### src/rtl/mux_io_pkg.sv
`timescale 1ns/1ps
package mux_io_pkg;
  localparam int ADDR_W = 2;

  typedef enum logic [ADDR_W-1:0] {
    SEL_LATCH = 2'd0,
    SEL_DIR   = 2'd1,
    SEL_FUNC  = 2'd2,
    SEL_NONE  = 2'd3
  } regSel_t;

  typedef struct packed {
    logic wrLatch;
    logic wrDir;
    logic wrFunc;
  } ctrlStrb_t;
endpackage

### src/rtl/mux_io_sync.sv
`timescale 1ns/1ps
module mux_io_sync #(
  parameter int WIDTH  = 7,
  parameter int STAGES = 2
) (
  input  logic             clk,
  input  logic             rstN,
  input  logic [WIDTH-1:0] asyncIn,
  output logic [WIDTH-1:0] syncOut
);
  logic [WIDTH-1:0] stage [STAGES];

  always_ff @(posedge clk) begin
    if (!rstN) stage[0] <= '0;
    else       stage[0] <= asyncIn;
  end

  for (genvar s = 1; s < STAGES; s++) begin : g_stage
    always_ff @(posedge clk) begin
      if (!rstN) stage[s] <= '0;
      else       stage[s] <= stage[s-1];
    end
  end

  assign syncOut = stage[STAGES-1];
endmodule

### src/rtl/mux_io_ctrl.sv
`timescale 1ns/1ps
module mux_io_ctrl
  import mux_io_pkg::*;
(
  input  logic [ADDR_W-1:0] busAddr,
  input  logic              busWrEn,
  output ctrlStrb_t         strb,
  output regSel_t           rdSel
);
  always_comb begin
    rdSel = regSel_t'(busAddr);
    strb  = '0;
    if (busWrEn) begin
      unique case (rdSel)
        SEL_LATCH: strb.wrLatch = 1'b1;
        SEL_DIR:   strb.wrDir   = 1'b1;
        SEL_FUNC:  strb.wrFunc  = 1'b1;
        SEL_NONE:  strb         = '0;
      endcase
    end
  end
endmodule

### src/rtl/mux_io_datapath.sv
`timescale 1ns/1ps
module mux_io_datapath
  import mux_io_pkg::*;
#(
  parameter int WIDTH       = 7,
  parameter int BUS_W       = 8,
  parameter int SYNC_STAGES = 2
) (
  input  logic             clk,
  input  logic             rstN,
  input  ctrlStrb_t        strb,
  input  regSel_t          rdSel,
  input  logic [BUS_W-1:0] wrData,
  input  logic             modeStrap,
  input  logic [WIDTH-1:0] altOut,
  input  logic [WIDTH-1:0] padIn,
  output logic [WIDTH-1:0] padOut,
  output logic [WIDTH-1:0] padOe,
  output logic [BUS_W-1:0] rdData,
  output logic [WIDTH-1:0] latchQ,
  output logic [WIDTH-1:0] dirQ,
  output logic [WIDTH-1:0] funcQ
);
  localparam int PAD_W = BUS_W - WIDTH;

  logic [WIDTH-1:0] padSync;
  logic [WIDTH-1:0] altSel;
  logic [WIDTH-1:0] latchView;
  logic [WIDTH-1:0] rdBits;

  always_ff @(posedge clk) begin
    if (!rstN) begin
      latchQ <= '0;
      dirQ   <= '0;
      funcQ  <= '0;
    end else begin
      if (strb.wrLatch) latchQ <= wrData[WIDTH-1:0];
      if (strb.wrDir)   dirQ   <= wrData[WIDTH-1:0];
      if (strb.wrFunc)  funcQ  <= wrData[WIDTH-1:0];
    end
  end

  mux_io_sync #(.WIDTH(WIDTH), .STAGES(SYNC_STAGES)) u_sync (
    .clk     (clk),
    .rstN    (rstN),
    .asyncIn (padIn),
    .syncOut (padSync)
  );

  for (genvar i = 0; i < WIDTH; i++) begin : g_pin
    assign altSel[i]    = modeStrap & funcQ[i];
    assign padOut[i]    = altSel[i] ? altOut[i] : latchQ[i];
    assign padOe[i]     = altSel[i] | dirQ[i];
    assign latchView[i] = (dirQ[i] & ~altSel[i]) ? latchQ[i] : padSync[i];
  end

  always_comb begin
    unique case (rdSel)
      SEL_LATCH: rdBits = latchView;
      SEL_DIR:   rdBits = dirQ;
      SEL_FUNC:  rdBits = funcQ;
      SEL_NONE:  rdBits = '0;
    endcase
    rdData = {{PAD_W{1'b0}}, rdBits};
  end
endmodule

### src/rtl/mux_io_port.sv
`timescale 1ns/1ps
module mux_io_port
  import mux_io_pkg::*;
#(
  parameter int WIDTH       = 7,
  parameter int BUS_W       = 8,
  parameter int SYNC_STAGES = 2
) (
  input  logic              clk,
  input  logic              rstN,
  input  logic              modeStrap,
  input  logic [ADDR_W-1:0] busAddr,
  input  logic              busWrEn,
  input  logic [BUS_W-1:0]  busWdata,
  output logic [BUS_W-1:0]  busRdata,
  input  logic [WIDTH-1:0]  altOut,
  input  logic [WIDTH-1:0]  padIn,
  output logic [WIDTH-1:0]  padOut,
  output logic [WIDTH-1:0]  padOe
);
  ctrlStrb_t        strb;
  regSel_t          rdSel;
  logic [WIDTH-1:0] latchQ;
  logic [WIDTH-1:0] dirQ;
  logic [WIDTH-1:0] funcQ;

  mux_io_ctrl u_ctrl (
    .busAddr (busAddr),
    .busWrEn (busWrEn),
    .strb    (strb),
    .rdSel   (rdSel)
  );

  mux_io_datapath #(.WIDTH(WIDTH), .BUS_W(BUS_W), .SYNC_STAGES(SYNC_STAGES)) u_dp (
    .clk       (clk),
    .rstN      (rstN),
    .strb      (strb),
    .rdSel     (rdSel),
    .wrData    (busWdata),
    .modeStrap (modeStrap),
    .altOut    (altOut),
    .padIn     (padIn),
    .padOut    (padOut),
    .padOe     (padOe),
    .rdData    (busRdata),
    .latchQ    (latchQ),
    .dirQ      (dirQ),
    .funcQ     (funcQ)
  );
endmodule

### config.mk
export PLATFORM = sky130hd
export DESIGN_NAME = mux_io_port
export DESIGN_NICKNAME = d
export VERILOG_FILES = /design/src/rtl/mux_io_pkg.sv /design/src/rtl/mux_io_sync.sv /design/src/rtl/mux_io_ctrl.sv /design/src/rtl/mux_io_datapath.sv /design/src/rtl/mux_io_port.sv
export SDC_FILE = /design/constraint.sdc
export NUM_CORES = 1
export LEC_CHECK = 0
export BUFFER_PORTS_ARGS = -buffer_cell sky130_fd_sc_hd__buf_2
export CORE_ASPECT_RATIO = 1.75
export CORE_MARGIN = 3
export CORE_UTILIZATION = 51
export DETAILED_ROUTE_END_ITERATION = 10
export HOLD_SLACK_MARGIN = 0.08
export PLACE_DENSITY = 0.78
export SYNTH_ARGS = -nofsm -noshare
export SYNTH_HDL_FRONTEND = slang
export SYNTH_HIERARCHICAL = 1
export SYNTH_SLANG_ARGS = --single-unit
### constraint.sdc
create_clock -name clk -period 1.1 [get_ports clk]
set_input_delay 0.11 -clock clk [delete_from_list [all_inputs] [get_ports clk]]
set_output_delay 0.11 -clock clk [all_outputs]
set_load 0.01 [all_outputs]
# After elaboration in Yosys (flattened, before gate mapping)
# Memory sizes are Yosys's and may differ from the RTL's.
# Cells that the tools add are included.
op_classes:
  n_bitwise: 30
  mux: 23
  eq_ne: 3
  reduce_logical: 1
ops:
  columns: ["operator", "n"]
  rows:
  - ["7-bit case mux with 4 select lines", 1]
  - ["1-bit 2-to-1 mux", 19]
  - ["1-bit bitwise AND", 14]
  - ["7-bit 2-to-1 mux", 2]
  - ["1-bit OR", 9]
  - ["1-bit inverter", 7]
  - ["2-bit equality test (second input constant)", 2]
  - ["3-bit 2-to-1 mux", 1]
  - ["2-bit by 1-bit equality test with 1-bit output (second input constant)", 1]
  - ["2-bit zero test", 1]
totals:
  wordCells: 61
  register_bits: 21
  mem_count: 1
  mem_bits_rw: 14
  inputBits: 28
  out_inout_bits: 22
memory_table:
  columns: ["memory", "words", "width", "read_ports", "rd_ports_with_merged_regs", "write_ports", "line", "rtl"]
  rows:
  - ["u_dp.u_sync.stage", 2, 7, 2, 0, 2, "mux_io_sync.sv:11", "logic [WIDTH-1:0] stage [STAGES];"]

# Longest topological paths before layout
# Gate-level depths: netlist of the first run.
depth:
  ltp_word: 5
  depth_mapped: 6
  ltp_nobuf: 4

# Hierarchy
# Netlist of the first run, hierarchy kept.
modules_own_cells:
  columns: ["mod", "area_per_inst_um2", "cells_each", "instances"]
  rows:
  - ["mux_io_datapath", 1345.0, 159, 1]
  - ["mux_io_sync", 391.6, 29, 1]
  - ["mux_io_ctrl", 45.0, 5, 1]

# Worst setup path after synthesis of the first run
# OpenSTA, ideal clock, no wires.
synth_path:
  path_type: "input port to output port"
  from: "input port busAddr[1]"
  to: "output port busRdata[0]"
  path_slack_ns: 0.128
  arrival_time_ns: 0.862
  t_required_ns: 0.990
  n_path_buf: 2
  cell_stages: 5
  path_cell_list: "buf_4 > buf_2 > a21o_2 > a21oi_1 > o221ai_1"
synth_via:
  elab_chain_len: 2
  elab_cells_between_ends: 5
  cone_classes: "eq/ne: 3; mux: 1; reduce/logical: 1"
synth_rtl:
  columns: ["item", "line", "rtl"]
  rows:
  - ["start, declared", "mux_io_port.sv:12", "input logic [ADDR_W-1:0] busAddr,"]
  - ["2-bit equality test, or another cell as far along", "mux_io_datapath.sv:58", "unique case (rdSel)"]
  - ["7-bit case mux with 4 select lines *", "mux_io_datapath.sv:58", null]
  - ["end, declared", "mux_io_port.sv:15", "output logic [BUS_W-1:0] busRdata,"]
# Mark *: on every way between the ends. The rest lies on a longest branch, timed or not.

# Worst setup path after layout of the first run
layout_path:
  from: "register u_dp.funcQ[6]"
  to: "output port busRdata[6]"
layout_via:
  elab_chain_len: 5
layout_rtl:
  columns: ["item", "line", "rtl"]
  rows:
  - ["start, declared", "mux_io_datapath.sv:22", "output logic [WIDTH-1:0] funcQ"]
  - ["start signal, assigned", "mux_io_datapath.sv:39", "if (strb.wrFunc) funcQ <= wrData[WIDTH-1:0];"]
  - ["1-bit bitwise AND", "mux_io_datapath.sv:51", "assign altSel[i] = modeStrap & funcQ[i];"]
  - ["1-bit inverter", "mux_io_datapath.sv:54", "assign latchView[i] = (dirQ[i] & ~altSel[i]) ? latchQ[i] : padSync[i];"]
  - ["1-bit bitwise AND", "mux_io_datapath.sv:54", null]
  - ["1-bit 2-to-1 mux", "mux_io_datapath.sv:54", null]
  - ["7-bit case mux with 4 select lines *", "mux_io_datapath.sv:58", null]
# Marked as above.

==> impl_metrics.ini, run 1 <==
[final_layout]
layout_stage_area_growth_over_the_synthesis_result_pct = 38.06
fin_cells = 302
finish.utilization_pct = 75.85
layout_nets = 286
fraction_of_final_layout_cells_sized_beyond_drive_strength_1_pct = 52.90
antennaDiodeCount = 0
cell_area_after_layout_um2 = 2460

[placement]
place.gp.congestion = 0.8005
place.port_buffers = 47
dp_hpwl_um = 2808
placement.setup.worst_slack_ps = -47.97
placement.cell_area_um2 = 2103
dp_cells = 285

[die]
core_um2 = 3243
count_of_boundary_i_o_pins = 50
floorplan.die_area_um2 = 4267
chip_width_um = 50.68
initial_utilization_pct = 54.94
die_height_um = 84.19
core.rowCount = 27

[synth]
synth.avg_cell_area_um2 = 9.232
synthDistinctLibCells = 32
async_flop_share_pct = 0
share_of_the_synthesized_area_in_the_top_cell_type_pct = 39.33
synth.top_cells.by_area = dfxtp_1, mux2i_1, nor2b_1
syn-num-nets = 221
synth-main-ff-cell = dfxtp_1
synth_warn = 6
synthesis.instances = 193
yosysSeqAreaShare_pct = 39.33
yosysMostFrequentCell = dfxtp_1
synth_edf_count = 0
yosysTopAreaCell = dfxtp_1
synth.cells.most_frequent = dfxtp_1, nor2b_1, mux2i_1
post_synth_instance_area_um2 = 1782
synth_seq_cells = 35

[global_routing]
antenna_found_initial = 0
grt_pass1_vias = 1576
global_route_wire_length_before_repair_um = 6789
grt.overflow.total = 0
grt_max_degree = 36
use_met2_pct = 37.38
grt_busiest_layer = met2
groute.layer.met3.usage_pct = 4.973
overall_global_routing_usage_pct = 20.92
groute.layer.met1.usage_pct = 20.83

[critical_path]
critPathRequiredTime_ps = 990
critical_path_peak_fanout = 4
crit_slowest_cell = dfxtp_2
timing.critical_path.cells = inv_2, a21oi_2, a2bb2oi_1, o32ai_1, buf_2
critPathMaxStageDelay_ps = 360
cp.arrival_ps = 1220
crit_path_start_kind = flip-flop
worst_setup_path_end_kind = output port
worst_path_class_setup = flip-flop to output port

[detailed_routing]
detail_route.vias_per_cell = 5.265
detail_route.wl_per_cell_um = 14.27
drc_errors = 0
totalWireLength_um = 4310
drt_pre_antenna_iters = 4
vias = 1590
initialDrtViolationCount = 31
ant_nets = 0

[timing]
timing.final.hold_violations = 0
final.setup_skew_ps = 5.812
setup_violations = 18
postLayoutSetupSlackWorst_ps = -228.4
timing.hold.ws_ps = 115.8
rsz_0062_raised_after_global_routing = yes
setup-tns-final_ps = -2708
min_period_ps = 1328
slew_violations = 0
timing.final.crit_share_pct = 120.8
max_freq_ghz = 0.7528

[clock_network]
cts.clk_slew.worst_paths_ps = 70
clkSinkCount = 35
cts_root_buf = clkbuf_8
cts-buffers-inserted = 5
cts_max_level = 2
ctsLongestPathBuffers = 2
clk-insertion-delay-late_ps = 280
cts_tree = yes

[outcome]
violations = negative setup slack
outcome = complete, but fails checks

[power]
total_power_mw = 2.807
peakVddDrop_mv = 0.9811
power.leakage_nw = 1.088
power-per-cell-area_nw_per_um2 = 1141

[run]
maxCapViolations = 0

[worst_hold_path]
timing.hold.worst.class = primary input to flip-flop
## where the power goes
| group | internal, mW | switching (mW) |
|---|---|---|
| logic | 0.246 | 0.210 |
| registers | 1.31 | 0.0414 |
| clock network | 0.571 | 0.427 |
## state kept, by name, indices dropped and copies added, names as in the netlist
register,flops
u_dp/dirQ,7
u_dp/funcQ,7
u_dp/latchQ,7
u_dp/u_sync/stage,14
## routing by layer
| layer | share of wire, % | routed length (µm) |
|---|---|---|
| met2 | 54 | 2313 |
| met4 | 3.4 | 147 |
| met3 | 5.4 | 232 |
| met1 | 38 | 1617 |
| met5 | 0 | 0 |
## area by class of cell
cell class              count  area, µm²
flip-flops and latches     35      739.5
inverters                   7      26.28
clock buffers               8      100.1
well taps                  43      53.80
repair buffers             72      496.7
fillers                   244      783.3
multi-input cells         137       1044
## cell usage in the layout, fill, tap and decap left out, types with 9 or more instances in the layout
master / instances
buf_2: 40
nor2b_1: 22
mux2i_1: 21
buf_4: 17
dfxtp_1: 16
dfxtp_2: 13
nor2_1: 10
and2_2: 10
a21oi_2: 9
## worst paths after layout
check	from	endpoint	slack [ps]	cells past startpoint
min reg2reg	u_dp/u_sync/stage[0][1]	u_dp/u_sync/stage[1][1]	430	1
max reg2reg	u_dp/funcQ[6]	u_dp/funcQ[6]	310	3
min	busWdata[6]	u_dp/dirQ[6]	120	3
max	u_dp/funcQ[6]	busRdata[6]	-230	5
## cells by family (layout without fill, tap and decap cells)
group	count (synthesis)	count (layout)	synth area share (%)
flip-flops	35	35	39.33
multiplexers	28	28	17.06
other	1	1	0.2105
AO/OA/AOI/OAI	33	33	11.59
AND/OR/NAND/NOR	75	75	24.72
buffers and inverters	21	87	7.093
## what timing repair did
item,4_1_cts,5_1_grt
buffers inserted,1,1
hold endpoints to repair,7,0
pin swaps,19,1
hold buffers,7,0
endpoints found under the setup margin,19,20
gates resized for setup,52,12
cloned,0,0
## critical path, delay by kind of cell (launching register included)
family	cells	cell delay, ps
flip-flops	1	360
buffers and inverters	2	200
AO/OA/AOI/OAI	3	370
Power figures use the tool's default switching activity.
==> inputs of run 2 (changes only) <==
- clock period: 1.1 -> 1.51 ns (I/O delays scaled with it)
==> run 2 against run 1 <==
Effect of this change:
- the run now ends clean
- via count shrank 5.4%
- non-clock buffer count shrank 13
- global-route usage shrank 1.5 points
- core utilization shrank 8.4 points
- cell area shrank 11%
- clock power shrank 27%
- flip-flop and latch count is the same
- register-to-register slack gained 530 ps
- worst setup slack gained 250 ps
- clock skew shrank 4.0 ps
- critical path depth is the same
- combinational power shrank 40%
- largest power group unchanged
- highest routed layer unchanged
==> impl_metrics.ini, run 2 (synthesized netlist as in run 1, its figures left out) <==
[outcome]
outcome = complete, no violations

[global_routing]
grt_max_degree = 36
overall_global_routing_usage_pct = 19.42
grt_pass1_vias = 1529
grt.overflow.total = 0
use_met2_pct = 33.81
grt_busiest_layer = met2
global_route_wire_length_before_repair_um = 6430
groute.layer.met3.usage_pct = 4.618
antenna_found_initial = 0
groute.layer.met1.usage_pct = 20.74

[detailed_routing]
drc_errors = 0
detail_route.vias_per_cell = 5.204
drt_pre_antenna_iters = 4
initialDrtViolationCount = 41
totalWireLength_um = 3841
detail_route.wl_per_cell_um = 13.29
ant_nets = 0
vias = 1504

[critical_path]
worst_path_class_setup = flip-flop to output port
crit-reg2reg-capture = u_dp/dirQ[0]
ff2ff_path_depth = 2
crit_path_start_kind = flip-flop
cp.arrival_ps = 1340
critical_path_peak_fanout = 4
critPathRequiredTime_ps = 1360
worstSetupStartpoint = u_dp/funcQ[6]
worst_setup_path_end_kind = output port
r2r_setup_slack_ps = 840
reg_to_reg_startpoint = u_dp/dirQ[0]

[timing]
setup_violations = 0
rsz_0062_raised_after_global_routing = no
timing.final.hold_violations = 0
max_freq_ghz = 0.6706
min_period_ps = 1491
timing.final.crit_share_pct = 98.75
slew_violations = 0
final.setup_skew_ps = 1.773
setup-tns-final_ps = 0

[final_layout]
seq_area_um2 = 703.2
multiInputGateArea_um2 = 963.4
antennaDiodeCount = 0
flip_flop_count_of_the_largest_register_after_layout = 14
fraction_of_final_layout_cells_sized_beyond_drive_strength_1_pct = 34.55
layout_stage_area_growth_over_the_synthesis_result_pct = 22.75
layout_common_cells = buf_2, dfxtp_1, nor2b_1, mux2i_1, a21oi_1
finish.utilization_pct = 67.44
layout_nets = 273
largest_register = u_dp/u_sync/stage
fill_cells = 287
layout.cells.most_common = buf_2

[power]
peakVddDrop_mv = 0.6652
sequentialPowerShare_pct = 49.5
cell_internal_pwr_mw = 1.515
power.share.clock_pct = 36.8
netSwitchingPower_mw = 0.4755
sw_frac_of_total_pct = 23.89
power-per-cell-area_nw_per_um2 = 910.2
comb_power_share_pct = 13.7
power.leakage_nw = 0.9678

[clock_network]
cts-buffers-inserted = 5
clkSinkCount = 35
cts.clk_slew.worst_paths_ps = 70
ctsLongestPathBuffers = 2
cts_root_buf = clkbuf_8
cts_max_level = 2
cts_tree = yes
cts.repair_timing.setup_buffer_count = 0
clk-insertion-delay-late_ps = 280

[die]
count_of_boundary_i_o_pins = 50
chip_width_um = 50.68
core.rowCount = 27
floorplan.die_area_um2 = 4267
die_height_um = 84.19
initial_utilization_pct = 54.94
core_um2 = 3243

[worst_hold_path]
min_path_cells = 2
worst_case_hold_path_end_point = u_dp/u_sync/stage[0][4]
timing.hold.worst.class = primary input to flip-flop
hold_start = padIn[4]

[placement]
place.gp.congestion = 0.7636
dp_hpwl_um = 2653
place.port_buffers = 47

[run]
maxCapViolations = 0
==> run 2: cell type report <==
class / count / share of cell area [%]
Tap cell: 43 / 2.460
Sequential cell: 35 / 32.15
Timing Repair Buffer: 59 / 15.56
Inverter: 7 / 1.201
Multi-Input combinational cell: 137 / 44.05
Clock buffer: 8 / 4.577
==> run 2: repair_timing <==
item	in CTS	in global routing
hold endpoints to repair	6	0
endpoints found under the setup margin	1	2
hold buffers	6	0
resized for setup	1	3
cloned	0	0
==> run 2: power groups by stage <==
stage / clock network, mW / registers [mW] / logic, mW
floorplan: 0 / 0.998 / 0.180
global placement: 0 / 1.00 / 0.253
detailed placement: 0 / 1.00 / 0.258
CTS: 0.753 / 0.984 / 0.271
global route: 0.789 / 0.989 / 0.300
finish: 0.733 / 0.985 / 0.273
==> run 2: worst max path at each step <==
stage | cells after the start | to
4_1_cts | 5 | busRdata[6]
3_5_place_dp | 5 | busRdata[1]
6_report | 5 | busRdata[6]
3_3_place_gp | 5 | busRdata[1]
2_1_floorplan | 5 | busRdata[0]
5_1_grt | 4 | busRdata[1]
==> run 2: stage by stage <==
stage          worst slack, ps  cell area [µm²]  instances  power [mW]  hold WS (ps)
2_1_floorplan            455.6             1782        193       1.178         279.2
3_3_place_gp             251.0             2016        275       1.257         371.2
3_5_place_dp             218.4             2016        275       1.262         373.3
4_1_cts                  27.21             2177        289       2.008         85.60
5_1_grt                  8.849             2187        289       2.078         94.82
6_report                 18.84             2187        289       1.991         90.43
==> run 2: critical path, cell delays in order, from the launching register on <==
cell	delay, ps
dfxtp_2	360
inv_1	90
a21oi_2	140
a2bb2oi_1	190
o32ai_1	110
buf_2	170
==> run 2: metal layers <==
layer / part of all wire [%] / routed length [µm] / vias to the layer above
li1: - / - / 750
met1: 40 / 1547 / 690
met2: 51 / 1954 / 48
met3: 5.4 / 206 / 16
met4: 3.5 / 133 / 0
met5: 0 / 0 / -
